==> src/rtl/ace_err_filter.sv <==
module ace_err_filter #(
  parameter int DATA_W = 32,
  parameter int FRAC_W = 23,
  parameter int PIPE_D = 4,
  parameter int CFG_W  = 8
) (
  input  logic              clk,
  input  logic              rst_n,
  input  logic              op_issue,
  input  logic              op_approx,
  input  logic [DATA_W-1:0] sense_err,
  input  logic              cfg_wr,
  input  logic [CFG_W-1:0]  cfg_wdata,
  input  logic              cfg_rd,
  output logic [CFG_W-1:0]  cfg_rdata,
  output logic              replay_req,
  output logic              err_masked
);
  localparam int NB = $clog2(FRAC_W + 1);

  logic [NB-1:0]     n_reg;
  logic              sticky;
  logic [PIPE_D-1:0] v_pipe, a_pipe;
  logic [NB-1:0]     n_pipe [PIPE_D];

  logic              ret_valid, ret_approx;
  logic [DATA_W-1:0] relax_mask, kept, dropped;

  always_ff @(posedge clk) begin
    if (!rst_n) begin
      n_reg <= '0;
    end else if (cfg_wr) begin
      if (cfg_wdata > CFG_W'(FRAC_W)) n_reg <= NB'(FRAC_W);
      else                            n_reg <= cfg_wdata[NB-1:0];
    end
  end

  always_ff @(posedge clk) begin
    if (!rst_n) begin
      v_pipe <= '0;
      a_pipe <= '0;
      for (int i = 0; i < PIPE_D; i++) n_pipe[i] <= '0;
    end else begin
      v_pipe[0] <= op_issue;
      a_pipe[0] <= op_approx;
      n_pipe[0] <= n_reg;
      for (int i = 1; i < PIPE_D; i++) begin
        v_pipe[i] <= v_pipe[i-1];
        a_pipe[i] <= a_pipe[i-1];
        n_pipe[i] <= n_pipe[i-1];
      end
    end
  end

  assign ret_valid  = v_pipe[PIPE_D-1];
  assign ret_approx = a_pipe[PIPE_D-1];
  assign relax_mask = ret_approx ? ((DATA_W'(1) << n_pipe[PIPE_D-1]) - DATA_W'(1)) : '0;
  assign kept       = sense_err & ~relax_mask;
  assign dropped    = sense_err & relax_mask;

  assign replay_req = ret_valid & (|kept);
  assign err_masked = ret_valid & (|dropped);

  always_ff @(posedge clk) begin
    if (!rst_n) sticky <= 1'b0;
    else        sticky <= err_masked | (sticky & ~cfg_rd);
  end

  assign cfg_rdata = {sticky, (CFG_W-1-NB)'(0), n_reg};
endmodule


==> config.mk <==
export PLATFORM = sky130hd
export DESIGN_NAME = ace_err_filter
export DESIGN_NICKNAME = d
export VERILOG_FILES = /design/src/rtl/ace_err_filter.sv
export SDC_FILE = /design/constraint.sdc
export NUM_CORES = 1
export LEC_CHECK = 0
export CAP_MARGIN = 10
export CORE_ASPECT_RATIO = 0.8
export CORE_MARGIN = 2
export CORE_UTILIZATION = 35
export DETAILED_ROUTE_END_ITERATION = 6
export GPL_ROUTABILITY_DRIVEN = 0
export SYNTH_ARGS = -nofsm -noshare
export SYNTH_HDL_FRONTEND = slang
export SYNTH_SLANG_ARGS = --single-unit
==> constraint.sdc <==
create_clock -name clk -period 6.47 [get_ports clk]
set_input_delay 1.294 -clock clk [delete_from_list [all_inputs] [get_ports clk]]
set_output_delay 1.294 -clock clk [all_outputs]
set_load 0.02 [all_outputs]
Yosys cells after proc, flatten, opt, wreduce, memory -nomap -nowiden
Memories as Yosys holds them, arrays and structs flattened. Cells that the tools add are included.

$add $sub $neg: 1. Order comparisons: 1. Shift operators: 1. Multiplexer cells: 8. Bitwise gates (word level): 12. Reductions and logical operators: 2.

Operators by type and width (number): $and A32 B32 Y32 (2); $reduce_or A32 Y1 (2); $mux W32 (1); $not A32 Y32 (1); $shl A1 B5 Y32 const A (1); $sub A32 B1 Y32 const B (1); $mux W5 (5); $gt A8 B5 Y1 const B (1); $or A1 B1 Y1 (5); $and A1 B1 Y1 (3); $mux W1 (2); $not A1 Y1 (1).

Flip-flop bits (word level): 14. Memory bits (writable): 20. Input port bits: 46. Output and inout port bits: 10. Word-level logic and storage cells: 30. Memories kept: 1.

Memories: n_pipe (depth 4, width 5, rd ports 4, clocked after memory_dff 0, wr ports 4, line 24) `logic [NB-1:0] n_pipe [PIPE_D];`.

Depth between registers and ports, before layout
Gate-level depths: netlist of the first run. An unclocked memory read counts as a cell.

Depth after elaboration: 8. Gate-level depth with buffers: 13.

Worst setup path before layout of the first run
No wires, ideal clock.

Kind: reg2out. From: memory n_pipe[3][1] in the netlist's numbering. To: output port replay_req. Data arrival time: 2.558 ns. Required time: 5.176 ns. Slack: 2.618 ns. Stages on the path, launching flop included: 11. Path buffers: 2. Cell sequence: dfxtp_1 > buf_6 > nor3_2 > nand2_1 > ha_1 > buf_2 > or2_1 > o32a_1 > o211a_1 > a2111oi_4 > a41oi_1.

RTL lines: start: declaration (line 24); end: declaration (line 16) `output logic replay_req,`.

==> results of run 1 <==
## layer usage
| metal | wire (um) | up-vias |
|---|---|---|
| li1 | - | 1161 |
| met1 | 2930 | 1067 |
| met2 | 2830 | 148 |
| met3 | 781 | 10 |
| met4 | 88 | 0 |
| met5 | 0 | - |
## placed cells by master, fill, tap and decap left out, drive strengths merged, types with 2 or more instances in the layout
master,netlist,routed
a21boi,5,5
inv,9,9
o22ai,3,3
nand2b,2,2
a31oi,4,4
a211o,2,2
a2111oi,3,3
o211ai,4,4
or2,4,4
dfxtp,34,34
nor4,7,7
o211a,2,2
o21ai,29,29
clkbuf,5,7
and2,32,32
or4,2,2
a21oi,23,23
buf,21,5
a221oi,5,5
o21a,3,3
or3,3,3
nor3,12,12
nand2,29,29
nor2,12,12
a22oi,2,2
nand3,8,8
and3,3,3
clkdlybuf4s50,0,53
conb,1,2
nor2b,3,3
o221a,5,5
## cells by family (layout without fill, tap and decap cells)
logic type / Yosys count / count (layout) / synth area share
adder cells (fa/ha/maj): 1 / 1 / 0.00539
buffers and inverters: 35 / 75 / 0.0949
XOR/XNOR: 1 / 1 / 0.00701
AO/OA/AOI/OAI: 102 / 102 / 0.301
AND/OR/NAND/NOR: 122 / 122 / 0.297
other: 1 / 2 / 0.00162
flip-flops: 34 / 34 / 0.293
## area by class of cell
cell class	instances	area, sq um
Fill cell	640	3510
Clock inverter	1	5.00
Timing Repair Buffer	58	568
Clock buffer	7	86.3
Sequential cell	34	681
Tap cell	84	105
Inverter	9	33.8
Multi-Input combinational cell	228	1420
## synth_stat cells (all sizes together), types with 2 or more instances
cell type,n
a21boi,5
nor4,7
nand2b,2
nand2,29
or4,2
o22ai,3
o21a,3
a211o,2
a221oi,5
nor2b,3
inv,9
clkbuf,5
o221a,5
o211ai,4
and2,32
o211a,2
nor3,12
o21ai,29
a21oi,23
and3,3
a2111oi,3
dfxtp,34
nor2,12
or2,4
a22oi,2
nand3,8
or3,3
a31oi,4
buf,21
## how the worst max path moves through the flow
stage	end	slack (ps)
detailed placement	err_masked	1500
global placement	err_masked	1480
floorplan	replay_req	2620
CTS	err_masked	1210
finish	err_masked	1200
global route	replay_req	900
## stage by stage
stage | total power, W | instances | hold slack [ps] | setup WS (ps) | util
after floorplan | 0.000263 | 297 | 406 | 2620 | -
after global placement | 0.000309 | 413 | 408 | 1480 | 0.439
after detailed placement | 0.000309 | 413 | 417 | 1500 | 0.439
after CTS | 0.000463 | 421 | 433 | 1210 | 0.453
after global routing | 0.000481 | 421 | 451 | 903 | 0.453
final | 0.000458 | 421 | 429 | 1200 | 0.453
## critical path: stages, from the launching register on
cell	delay, ps
dfxtp_1	730
nor3_2	180
nand2_1	110
ha_1	580
buf_4	280
or3_1	130
a221oi_1	70
a21oi_1	150
nand3_1	90
o41ai_1	660
a21oi_1	140
clkdlybuf4s50_1	570
## where the power goes
part / switching [W] / internal, W
clock: 0.0000664 / 0.0000856
sequential: 0.00000375 / 0.000216
combinational: 0.0000401 / 0.0000459
==> impl_metrics.json, run 1 <==
{
  "p_leak_nw": 1.04,
  "postLayoutCellArea_sq_um": 2900,
  "period_share": 0.815,
  "grt_usage": 0.184,
  "grt_pass1_vias": 2107,
  "reg2reg_slack_ps": 3180,
  "synth_edf_count": 0,
  "max-vdd-ir-drop_uv": 132,
  "numCtsBuffers": 5,
  "cellPowerDensity_nw_per_um2": 158,
  "hold-path-endpoint": "n_pipe[2][4]",
  "die_w_um": 95.0,
  "slew_headroom": 0.464,
  "r2r-start": "n_pipe[3][0]",
  "cts-resized-gates": 0,
  "cp_max_fo": 21,
  "coreArea_sq_um": 6410,
  "drcViolationCount": 0,
  "start_util": 0.362,
  "drt_iter0_markers": 256,
  "ys_seq_elements": 34,
  "ys_types": 63,
  "yosysSeqAreaShare": 0.293,
  "ant_nets": 0,
  "drt_wl_total_mm": 6.63,
  "holdPathStages": 1,
  "cts.clk_slew.worst_paths_ps": 60,
  "die_h_um": 76.8,
  "ctsHtreeMaxLevel": 2,
  "finalSetupViolCount": 0,
  "area_growth_pct": 25.1,
  "worst_ep_required_time_ps": 5180,
  "gr-usage-met3": 0.0560,
  "synthFlopType": "dfxtp_1",
  "finalSetupTns_ps": 0,
  "cts_max_path_buffers": 2,
  "worst-r2r-cell-count": 10,
  "gr-usage-met2": 0.262,
  "num_rows": 26,
  "antenna_found_initial": 0,
  "yosys-top-cells-area": "dfxtp_1, and2_1, a21oi_1",
  "post-cts-setup-buffer-count": 0,
  "syn_area_sq_um": 2320,
  "routedWlPerCell_um": 15.7,
  "hp-start": "n_pipe[1][4]",
  "cts-hold-fix-buffers": 0,
  "startpoint_type": "register",
  "clock-root-buffer": "clkbuf_8",
  "nNetsFinal": 383,
  "busiest_layer": "met1",
  "use_met1": 0.263,
  "portBuffers": 53,
  "drive_gt1_frac": 0.0801,
  "grt_pass1_wl_mm": 10.5,
  "dp_hpwl_mm": 4.92,
  "finalClockSkew_ps": 3.06,
  "routed_via_density": 5.67,
  "grt_max_degree": 35,
  "largest_reg_flops": 20,
  "cp-end-kind": "output pin",
  "hold_class": "register to register",
  "slew_viol_final": 0,
  "clock_latency_ps": 270,
  "synth_warnings": 0,
  "dr.pass1.iters": 4,
  "worstPathArrival_ps": 3980,
  "cap_violations": 0,
  "overflow": 0,
  "avgSynthCellArea_sq_um": 7.84,
  "status": "completed",
  "period_needed_ps": 5270,
  "num_io_pins": 56,
  "synth_area_leader_cell": "dfxtp_1",
  "fmax_mhz": 190,
  "netlist.area_leader.share": 0.293,
  "dieArea_sq_um": 7300,
  "worst_pin_slew_ps": 802,
  "critPathKind": "register to output pin",
  "startpoint": "n_pipe[3][0]",
  "clock-sinks": 34,
  "placed_cell_area_sq_um": 2810,
  "cts_tree": "yes",
  "async_reset_ff_frac": 0,
  "syn_inst": 296,
  "diodes": 0,
  "hold_viol_final": 0,
  "rsz0062_at_grt": "no",
  "num_vias": 2386,
  "timing.rr.end": "sticky"
}
Power figures use the tool's default switching activity.
==> run 2, diff against run 1 <==
==> constraint.sdc (replaced) <==
create_clock -name clk -period 5 [get_ports clk]
set_input_delay 1 -clock clk [delete_from_list [all_inputs] [get_ports clk]]
set_output_delay 1 -clock clk [all_outputs]
set_load 0.02 [all_outputs]
==> run 2 against run 1 <==
Net effect:
- register-to-register slack worse by 950 ps
- via count rose by 1.9%
- global-route usage rose by 0.13 points
- sequential share of layout area shrank 0.17 points
- first-iteration DRC count increased by 27%
==> impl_metrics.json, run 2 (synthesized netlist as in run 1, its figures left out) <==
{
  "status": "completed",
  "p_leak_nw": 1.05,
  "placed_cell_area_sq_um": 2830,
  "num_io_pins": 56,
  "cellPowerDensity_nw_per_um2": 205,
  "timing.hold.ws_ps": 427,
  "antenna_found_initial": 0,
  "drt_iter0_markers": 326,
  "drive_gt1_frac": 0.0914,
  "worstPathArrival_ps": 3580,
  "slowest_delay_ps": 630,
  "wl_met2_mm": 2.79,
  "portBuffers": 53,
  "num_rows": 26,
  "grt_max_degree": 35,
  "nNetsFinal": 385,
  "ctsHtreeMaxLevel": 2,
  "top_layer_used": "met4",
  "overflow": 0,
  "die_w_um": 95.0,
  "drcViolationCount": 0,
  "largest_reg_flops": 20,
  "finalClockSkew_ps": 4.07,
  "cts_max_path_buffers": 2,
  "fmax_mhz": 218,
  "area_growth_pct": 26.0,
  "dieArea_sq_um": 7300,
  "crit_slowest_cell": "clkdlybuf4s50_1",
  "period_needed_ps": 4580,
  "max-vdd-ir-drop_uv": 167,
  "coreArea_sq_um": 6410,
  "startpoint_type": "register",
  "path_cells": "nor3_2 -> nand2_1 -> ha_2 -> or4_1 -> a311oi_1 -> nor2_1 -> nor2b_1 -> o41ai_1 -> buf_4 -> a21oi_1 -> clkdlybuf4s50_1",
  "diodes": 0,
  "finalSetupViolCount": 0,
  "numCtsBuffers": 5,
  "period_share": 0.917,
  "post-cts-setup-buffer-count": 0,
  "clock_latency_ps": 280,
  "cts_tree": "yes",
  "cts.clk_slew.worst_paths_ps": 60,
  "hold_viol_final": 0,
  "clock-sinks": 34,
  "routed_via_density": 5.75,
  "cap_violations": 0,
  "routedWlPerCell_um": 15.6,
  "cp_max_fo": 31,
  "rsz0062_at_grt": "no",
  "dp_hpwl_mm": 4.90,
  "postLayoutCellArea_sq_um": 2920,
  "grt_usage": 0.185,
  "slew_viol_final": 0,
  "final_cell_mix": "clkdlybuf4s50_1, dfxtp_1, and2_1",
  "fillers": 638,
  "finalSetupTns_ps": 0,
  "die_h_um": 76.8,
  "worst_ep_required_time_ps": 4000,
  "m1WireLength_mm": 2.89,
  "grt_pass1_vias": 2205,
  "wl_met3_um": 870,
  "ant_nets": 0,
  "drt_wl_total_mm": 6.62,
  "mostFrequentLayoutCell": "clkdlybuf4s50_1",
  "dr.pass1.iters": 5,
  "start_util": 0.362,
  "slew_headroom": 0.451,
  "cp-end-kind": "output pin",
  "critPathKind": "register to output pin",
  "worst_pin_slew_ps": 821,
  "hold_class": "register to register",
  "clock-root-buffer": "clkbuf_8",
  "num_vias": 2432,
  "grt_pass1_wl_mm": 10.7
}
-- run 2: cell types whose count changed in the layout (fill, tap and decap cells not counted), sizes merged --
cell	previous run	this run
buf	5	7
clkbuf	7	6
clkinvlp	0	1
-- run 2: what timing repair did --
action	4_1_cts	5_1_grt
resized for setup	0	1
hold buffers	0	0
endpoints found under the hold margin	0	0
endpoints found under the setup margin	0	2
-- run 2: path summary, 6_finish.rpt --
path | from | end | slack [ps] | depth (start not counted)
setup / recovery | n_pipe[3][0] | err_masked | 420 | 11
hold / removal | n_pipe[1][3] | n_pipe[2][3] | 430 | 1
setup reg to reg | n_pipe[3][0] | sticky | 2230 | 9
hold reg to reg | n_pipe[1][3] | n_pipe[2][3] | 430 | 1
-- run 2: final cells by class --
type / instances / area, sq um / share of cell area
Multi-Input combinational cell: 228 / 1430 / 0.488
Sequential cell: 34 / 681 / 0.233
Timing Repair Buffer: 60 / 583 / 0.199
Tap cell: 84 / 105 / 0.0359
Clock buffer: 6 / 82.6 / 0.0282
Inverter: 9 / 33.8 / 0.0116
Clock inverter: 2 / 12.5 / 0.00428
-- run 2: critical path: cells and delay by family (launching register included) --
kind,cells,cell delay [ps]
AOI/OAI and AO/OA,3,530
and+or+nand+nor,5,1190
buffers and inverters,2,810
adders and majority gates,1,370
DFF,1,400
-- run 2: power by group --
| part | switching (W) | internal (W) | leakage (nW) |
|---|---|---|---|
| clock | 0.0000926 | 0.000110 | 0.0472 |
| sequential | 0.00000408 | 0.000280 | 0.278 |
| combinational | 0.0000525 | 0.0000595 | 0.727 |
| total | 0.000149 | 0.000450 | 1.05 |
-- run 2: layer usage --
layer,vias to the layer above,GRT usage
met2,165,0.262
met1,1094,0.267
met5,-,0
met3,8,0.0550
met4,0,0.0565
li1,1165,-
-- run 2: through the flow --
stage / power (W) / util / setup WS (ps) / std cells
2_1_floorplan: 0.000341 / - / 1440 / 297
3_3_place_gp: 0.000400 / 0.441 / 597 / 415
3_5_place_dp: 0.000399 / 0.441 / 571 / 415
4_1_cts: 0.000608 / 0.456 / 249 / 423
5_1_grt: 0.000630 / 0.456 / 162 / 423
6_report: 0.000599 / 0.456 / 416 / 423
